### config.mk
export PLATFORM = sky130hd
export DESIGN_NAME = adc_cmd_slave
export DESIGN_NICKNAME = d
export VERILOG_FILES = /design/src/rtl/adc_if_pkg.sv /design/src/rtl/adc_if_sync.sv /design/src/rtl/adc_if_frame.sv /design/src/rtl/adc_if_ctrl.sv /design/src/rtl/adc_cmd_slave.sv
export SDC_FILE = /design/constraint.sdc
export NUM_CORES = 1
export LEC_CHECK = 0
export ABC_AREA = 0
export BUFFER_PORTS_ARGS = -buffer_cell sky130_fd_sc_hd__buf_4
export CAP_MARGIN = 10
export CORE_ASPECT_RATIO = 1.75
export CORE_UTILIZATION = 50
export CTS_CLUSTER_SIZE = 10
export DETAILED_ROUTE_END_ITERATION = 8
export PLACE_DENSITY_LB_ADDON = 0.12
export SLEW_MARGIN = 20
export SYNTH_ARGS = -nofsm -noshare
export SYNTH_HDL_FRONTEND = slang
export SYNTH_SLANG_ARGS = --single-unit
### constraint.sdc
create_clock -name clk -period 2.3 [get_ports clk]
set_input_delay 0.46 -clock clk [delete_from_list [all_inputs] [get_ports clk]]
set_output_delay 0.46 -clock clk [all_outputs]
set_load 0.005 [all_outputs]
### src/rtl/adc_if_pkg.sv
package adc_if_pkg;

    localparam int unsigned OPC_W       = 4;
    localparam int unsigned CFG_INT_BIT = 0;

    localparam logic [OPC_W-1:0] OPC_CHAN_MAX = 4'h8;
    localparam logic [OPC_W-1:0] OPC_CFG_RD   = 4'h9;
    localparam logic [OPC_W-1:0] OPC_CFG_WR   = 4'hA;
    localparam logic [OPC_W-1:0] OPC_FIFO_RD  = 4'hE;

    function automatic logic starts_conv(input logic [OPC_W-1:0] nib);
        return (nib <= OPC_CHAN_MAX) || (nib == OPC_FIFO_RD);
    endfunction

endpackage

### src/rtl/adc_if_sync.sv
module adc_if_sync #(
    parameter int unsigned    W       = 4,
    parameter int unsigned    STAGES  = 2,
    parameter logic [W-1:0]   RST_VAL = '0
) (
    input  logic         clk,
    input  logic         rst_n,
    input  logic [W-1:0] d,
    output logic [W-1:0] q
);

    logic [STAGES-1:0][W-1:0] pipe_d, pipe_q;

    always_comb begin
        pipe_d[0] = d;
        for (int i = 1; i < int'(STAGES); i++) begin
            pipe_d[i] = pipe_q[i-1];
        end
    end

    always_ff @(posedge clk or negedge rst_n) begin
        if (!rst_n) begin
            pipe_q <= {STAGES{RST_VAL}};
        end else begin
            pipe_q <= pipe_d;
        end
    end

    assign q = pipe_q[STAGES-1];

endmodule

### src/rtl/adc_if_frame.sv
module adc_if_frame #(
    parameter int unsigned WORD_W = 16
) (
    input  logic              clk,
    input  logic              rst_n,
    input  logic              cs_n_s,
    input  logic              sclk_s,
    input  logic              sdi_s,
    input  logic              fs_s,
    input  logic [WORD_W-1:0] load_word,
    output logic              cs_fall,
    output logic              cmd_valid,
    output logic [WORD_W-1:0] cmd_word,
    output logic              sdo,
    output logic              sdo_oe
);

    localparam int unsigned CNT_W = $clog2(WORD_W + 1);

    typedef struct packed {
        logic              cs_prev;
        logic              sclk_prev;
        logic              active;
        logic              fs_ok;
        logic              done;
        logic              cmd_valid;
        logic [CNT_W-1:0]  rcnt;
        logic [WORD_W-1:0] shin;
        logic [WORD_W-1:0] shout;
    } frm_t;

    frm_t frm_d, frm_q;
    logic sclk_rise, sclk_fall;

    always_comb begin
        frm_d           = frm_q;
        frm_d.cmd_valid = 1'b0;
        frm_d.cs_prev   = cs_n_s;
        frm_d.sclk_prev = sclk_s;

        cs_fall   = frm_q.cs_prev & ~cs_n_s;
        sclk_rise = ~frm_q.sclk_prev & sclk_s;
        sclk_fall = frm_q.sclk_prev & ~sclk_s;

        if (cs_fall) begin
            frm_d.active = 1'b1;
            frm_d.rcnt   = '0;
            frm_d.shout  = load_word;
            frm_d.fs_ok  = fs_s;
            frm_d.done   = 1'b0;
        end else if (cs_n_s) begin
            frm_d.active = 1'b0;
        end else if (frm_q.active) begin
            if (sclk_rise && (frm_q.rcnt < CNT_W'(WORD_W))) begin
                frm_d.shin  = {frm_q.shin[WORD_W-2:0], sdi_s};
                frm_d.shout = {frm_q.shout[WORD_W-2:0], 1'b0};
                frm_d.rcnt  = frm_q.rcnt + 1'b1;
            end
            if (sclk_fall && (frm_q.rcnt == CNT_W'(WORD_W)) && !frm_q.done) begin
                frm_d.done      = 1'b1;
                frm_d.cmd_valid = frm_q.fs_ok;
            end
        end
    end

    always_ff @(posedge clk or negedge rst_n) begin
        if (!rst_n) begin
            frm_q         <= '0;
            frm_q.cs_prev <= 1'b1;
        end else begin
            frm_q <= frm_d;
        end
    end

    assign cmd_valid = frm_q.cmd_valid;
    assign cmd_word  = frm_q.shin;
    assign sdo       = frm_q.shout[WORD_W-1] & frm_q.active;
    assign sdo_oe    = frm_q.active;

endmodule

### src/rtl/adc_if_ctrl.sv
module adc_if_ctrl
    import adc_if_pkg::*;
#(
    parameter int unsigned WORD_W      = 16,
    parameter int unsigned RES_W       = 12,
    parameter int unsigned CONV_CYCLES = 35,
    localparam int unsigned CFG_W      = WORD_W - OPC_W,
    localparam int unsigned TMR_W      = $clog2(CONV_CYCLES + 1)
) (
    input  logic              clk,
    input  logic              rst_n,
    input  logic              cs_fall,
    input  logic              cmd_valid,
    input  logic [WORD_W-1:0] cmd_word,
    input  logic [RES_W-1:0]  test_result,
    output logic [WORD_W-1:0] load_word,
    output logic              eoc_int,
    output logic              busy,
    output logic [TMR_W-1:0]  timer,
    output logic [RES_W-1:0]  result,
    output logic [CFG_W-1:0]  cfg
);

    typedef struct packed {
        logic             busy;
        logic             pin;
        logic             rdcfg;
        logic [TMR_W-1:0] timer;
        logic [CFG_W-1:0] cfg;
        logic [RES_W-1:0] result;
    } ctl_t;

    ctl_t ctl_d, ctl_q;
    logic             int_mode;
    logic             done_now;
    logic [OPC_W-1:0] nib;

    always_comb begin
        ctl_d    = ctl_q;
        int_mode = ctl_q.cfg[CFG_INT_BIT];
        nib      = cmd_word[WORD_W-1 -: OPC_W];
        done_now = ctl_q.busy && (ctl_q.timer == '0);

        if (ctl_q.busy) begin
            if (done_now) begin
                ctl_d.busy   = 1'b0;
                ctl_d.result = test_result;
                ctl_d.pin    = int_mode ? 1'b0 : 1'b1;
            end else begin
                ctl_d.timer = ctl_q.timer - 1'b1;
            end
        end

        if (cs_fall) begin
            ctl_d.rdcfg = 1'b0;
            if (int_mode) begin
                ctl_d.pin = 1'b1;
            end
            if (ctl_q.busy && !done_now) begin
                ctl_d.busy = 1'b0;
                ctl_d.pin  = 1'b1;
            end
        end

        if (cmd_valid) begin
            if (starts_conv(nib)) begin
                ctl_d.busy  = 1'b1;
                ctl_d.timer = TMR_W'(CONV_CYCLES - 1);
                if (!int_mode) begin
                    ctl_d.pin = 1'b0;
                end
            end else if (nib == OPC_CFG_WR) begin
                ctl_d.cfg = cmd_word[CFG_W-1:0];
                ctl_d.pin = 1'b1;
            end else if (nib == OPC_CFG_RD) begin
                ctl_d.rdcfg = 1'b1;
            end
        end
    end

    always_ff @(posedge clk or negedge rst_n) begin
        if (!rst_n) begin
            ctl_q     <= '0;
            ctl_q.pin <= 1'b1;
        end else begin
            ctl_q <= ctl_d;
        end
    end

    assign load_word = ctl_q.rdcfg ? {{(WORD_W-CFG_W){1'b0}}, ctl_q.cfg}
                                   : {ctl_q.result, {(WORD_W-RES_W){1'b0}}};
    assign eoc_int   = ctl_q.pin;
    assign busy      = ctl_q.busy;
    assign timer     = ctl_q.timer;
    assign result    = ctl_q.result;
    assign cfg       = ctl_q.cfg;

endmodule

### src/rtl/adc_cmd_slave.sv
module adc_cmd_slave #(
    parameter int unsigned WORD_W      = 16,
    parameter int unsigned RES_W       = 12,
    parameter int unsigned CONV_CYCLES = 35,
    parameter int unsigned SYNC_STAGES = 2
) (
    input  logic             clk,
    input  logic             rst_n,
    input  logic             cs_n,
    input  logic             sclk,
    input  logic             sdi,
    input  logic             fs,
    input  logic [RES_W-1:0] test_result,
    output logic             sdo,
    output logic             sdo_oe,
    output logic             eoc_int
);

    localparam int unsigned CFG_W = WORD_W - adc_if_pkg::OPC_W;
    localparam int unsigned TMR_W = $clog2(CONV_CYCLES + 1);

    logic              cs_n_s, sclk_s, sdi_s, fs_s;
    logic              cs_fall, cmd_valid;
    logic [WORD_W-1:0] cmd_word, load_word;
    logic              conv_busy;
    logic [TMR_W-1:0]  conv_timer;
    logic [RES_W-1:0]  conv_result;
    logic [CFG_W-1:0]  cfg_word;

    adc_if_sync #(
        .W       (4),
        .STAGES  (SYNC_STAGES),
        .RST_VAL (4'b1000)
    ) sync_i (
        .clk   (clk),
        .rst_n (rst_n),
        .d     ({cs_n, sclk, sdi, fs}),
        .q     ({cs_n_s, sclk_s, sdi_s, fs_s})
    );

    adc_if_frame #(
        .WORD_W (WORD_W)
    ) frame_i (
        .clk       (clk),
        .rst_n     (rst_n),
        .cs_n_s    (cs_n_s),
        .sclk_s    (sclk_s),
        .sdi_s     (sdi_s),
        .fs_s      (fs_s),
        .load_word (load_word),
        .cs_fall   (cs_fall),
        .cmd_valid (cmd_valid),
        .cmd_word  (cmd_word),
        .sdo       (sdo),
        .sdo_oe    (sdo_oe)
    );

    adc_if_ctrl #(
        .WORD_W      (WORD_W),
        .RES_W       (RES_W),
        .CONV_CYCLES (CONV_CYCLES)
    ) ctrl_i (
        .clk         (clk),
        .rst_n       (rst_n),
        .cs_fall     (cs_fall),
        .cmd_valid   (cmd_valid),
        .cmd_word    (cmd_word),
        .test_result (test_result),
        .load_word   (load_word),
        .eoc_int     (eoc_int),
        .busy        (conv_busy),
        .timer       (conv_timer),
        .result      (conv_result),
        .cfg         (cfg_word)
    );

endmodule

==> summary.md <==
| Metric | Value |
|---|---|
| Die area | `0.00711 mm²` |
| Post-synthesis xor/xnor area fraction | `0.777%` |
| H-Tree Depth | `3` |
| CTS tree | `done` |
| Rel. slew slack | `55.3%` |
| Static Leak | `0.00188 µW` |
| Setup CP Type | `flip-flop to flip-flop` |
| Clk root buf | `clkbuf_16` |
| Post-Syn Instances | `252` |
| Startpoint class of the critical path | `flip-flop` |
| Routed WL | `6310 µm` |
| GRT overflow | `0` |
| Gr usage total | `20.6%` |
| Synth Area in Simple Gates | `9.28%` |
| Row count | `39` |
| Setup violators final | `0` |
| Layout cell share with drive strength beyond 1 | `26.5%` |
| CP max stage delay | `0.52 ns` |
| Largest net degree at the start of global routing | `41` |
| Residual DRC | `0` |
| Routed len/inst | `17.1 µm` |
| Max Freq | `510 MHz` |
| Initial Util | `51.7%` |
| Post-synth EDFFs | `0` |
| Clock slew at reported path FFs | `0.06 ns` |
| Worst-margin pin slew | `0.670 ns` |
| Most frequent cells in the layout | `dfrtp_1, mux2_2, buf_4, nor2_1, nand2_1` |
| Detail Route met3 WL | `186 µm` |
| Synth warn | `0` |
| Clk sinks | `84` |
| Asr flop ratio synth | `100%` |
| Syn_nets | `273` |
| # port buffers | `20` |
| Sequential share of power | `50.8%` |
| Switching power | `676 µW` |
| Compound-Gate Fraction of Synth Area | `7.99%` |
| Highest-delay cell along the critical path | `or4_1` |
| Fin. Hold Viols | `0` |
| Synth-to-layout area growth | `17.2%` |
| Most common cell after layout, fill and taps aside | `dfrtp_1` |
| Clk_lat worst skew | `0.33 ns` |
| Worst path required time | `2.51 ns` |
| Setup_tns | `0 ns` |
| DP HPWL | `4260 µm` |
| Internal power | `2470 µW` |
| Sw Share | `21.5%` |
| Metal2 WL | `3390 µm` |
| Hold buffer count at cts | `0` |
| CTS-repair resized insts | `0` |
| Most used DFF post-synth | `dfrtp_1` |
| Peak VDD IR | `554 µV` |
| CP Max Fanout | `7` |
| Synth cell types | `40` |
| Fin nets | `303` |
| Via count | `2,069` |
| Logic pwr share | `5.3%` |
| Worst Path Arrival | `2.17 ns` |
| Max Cap Viol | `0` |
| Worst hold path class | `input port to async pin` |
| TritonCTS Buffers | `9` |
| Worst Path Buf+Inv | `2` |
| Fin crit share | `85.2%` |
| DR top layer | `met4` |
| Vias in the first global route | `2,225` |
| #FFs+latches synth | `84` |
| Worst-case clock buffer depth | `2` |
| Placeable core area | `0.00654 mm²` |
| Final min period | `1.96 ns` |
| Pwr/cell area | `792 mW/mm²` |
| Adder-cell share of the synthesized area | `1.11%` |
| Wl on met1 | `2570 µm` |
| CP Cell Sequence | `inv_1 -> ha_1 -> nand3b_1 -> or4_1 -> buf_4 -> mux2_1` |
| Overall power | `3140 µW` |
| Mapped cell area | `0.00338 mm²` |
| Vias per inst | `5.61` |
| Diodes inserted | `0` |
| Width of the die | `64.2 µm` |
| Worst Skew | `0.00338 ns` |
| Unrepaired setup endpoints after global routing | `no` |
| DRT antenna net count | `0` |
| Post-CTS Setup Inserts | `0` |
| Syn_area_per_cell | `13.4 µm²` |
| Run status | `complete, no violations` |
| Combinational family with the most area after synthesis | `multiplexers` |
| Sequential-to-total area share from yosys stat | `62.3%` |
| Initial antenna violation count | `0` |
| Mux contribution to synthesized area | `16.0%` |
| Clk pwr share | `43.9%` |
| Io pins | `21` |
| Iter 0 DRT Violations | `142` |
| First-pass GRT wire length | `10,800 µm` |
| GPL Wtd Cong | `0.781` |
| Slew Limit Fails | `0` |
| Crit. End Element | `flip-flop` |
| Die H | `111 µm` |
| 1st-pass router iterations | `5` |
| Crit path max-delay family | `simple AND/OR/NAND/NOR gates` |
power by group through the flow:
stage	logic [µW]	registers, µW	clock network [µW]
2_1_floorplan	91.5	1610	0
3_3_place_gp	166	1620	0
3_5_place_dp	171	1620	0
4_1_cts	172	1600	1410
5_1_grt	190	1600	1490
6_report	167	1600	1380
per-stage QoR:
step	cell area, µm²	std cells	hold slack [ns]	utilization [%]	worst slack, ns
6_report	3970	369	0.0341	60.7	0.340
5_1_grt	3970	369	0.0456	60.7	0.240
4_1_cts	3970	369	0.0366	60.7	0.316
3_5_place_dp	3680	353	0.335	56.3	0.351
3_3_place_gp	3680	353	0.332	56.3	0.390
2_1_floorplan	3380	252	0.164	-	0.479
metal layers:
metal  track usage, %  up-vias
met5                0        -
met4             10.7        0
met3             5.76       10
met2             34.4       36
met1             23.7     1057
li1                 -      966
flip-flops by register name, summed over array words and instances, names as in the netlist:
register / flops
frame_i.frm_q: 25
ctrl_i.timer: 6
frame_i.cmd_valid: 1
sync_i.q: 4
frame_i.cmd_word: 16
ctrl_i.busy: 1
sync_i.pipe_d: 4
ctrl_i.ctl_q: 1
ctrl_i.eoc_int: 1
ctrl_i.result: 12
frame_i.sdo_oe: 1
ctrl_i.cfg: 12
cells in the mapped netlist (4+ instances only):
master    instances  area share, %
a222oi_1          7            2.1
nand3b_1          4           0.89
dfstp_2           4            3.1
buf_2             4           0.59
clkbuf_1          4           0.44
inv_1            13            1.4
mux2i_1           9            2.7
mux2_1           12            4.0
nand2_1          14            1.6
nor2_1           17            1.9
dfrtp_1          80             59
or3_1             4           0.74
a221o_1           8            2.4
o21ai_0           4           0.59
mux2_2           28            9.3
path summary, 6_finish.rpt:
kind	from	to	slack [ns]	depth (start not counted)
setup / recovery	ctrl_i.timer[0]$_DFF_PN0_	ctrl_i.result[9]$_DFFE_PN0P_	0.34	6
hold / removal	rst_n	sync_i.q[0]$_DFF_PN0_	0.03	1
setup reg to reg	ctrl_i.timer[0]$_DFF_PN0_	ctrl_i.result[9]$_DFFE_PN0P_	0.34	6
hold reg to reg	sync_i.pipe_d[6]$_DFF_PN0_	sync_i.q[2]$_DFF_PN0_	0.35	0
max in group asynchronous	rst_n	sync_i.pipe_d[7]$_DFF_PN1_	1.64	2
min in group clk	fs	sync_i.pipe_d[4]$_DFF_PN0_	0.23	1
area by class of cell:
cell class	count	area, µm²
sequential	84	2110
fill	534	2570
inverter	13	48.8
multi-input combinational	146	1200
clock inverter	5	52.6
timing repair buffer	28	223
clock buffer	11	233
tap	82	103
logic make-up after synthesis:
family	Yosys count
xor+xnor	3
buf+inv	22
flops	84
fa+ha+maj	3
simple gates	58
compound gates	33
mux	49
No activity file was read; power rests on OpenSTA's default activity.
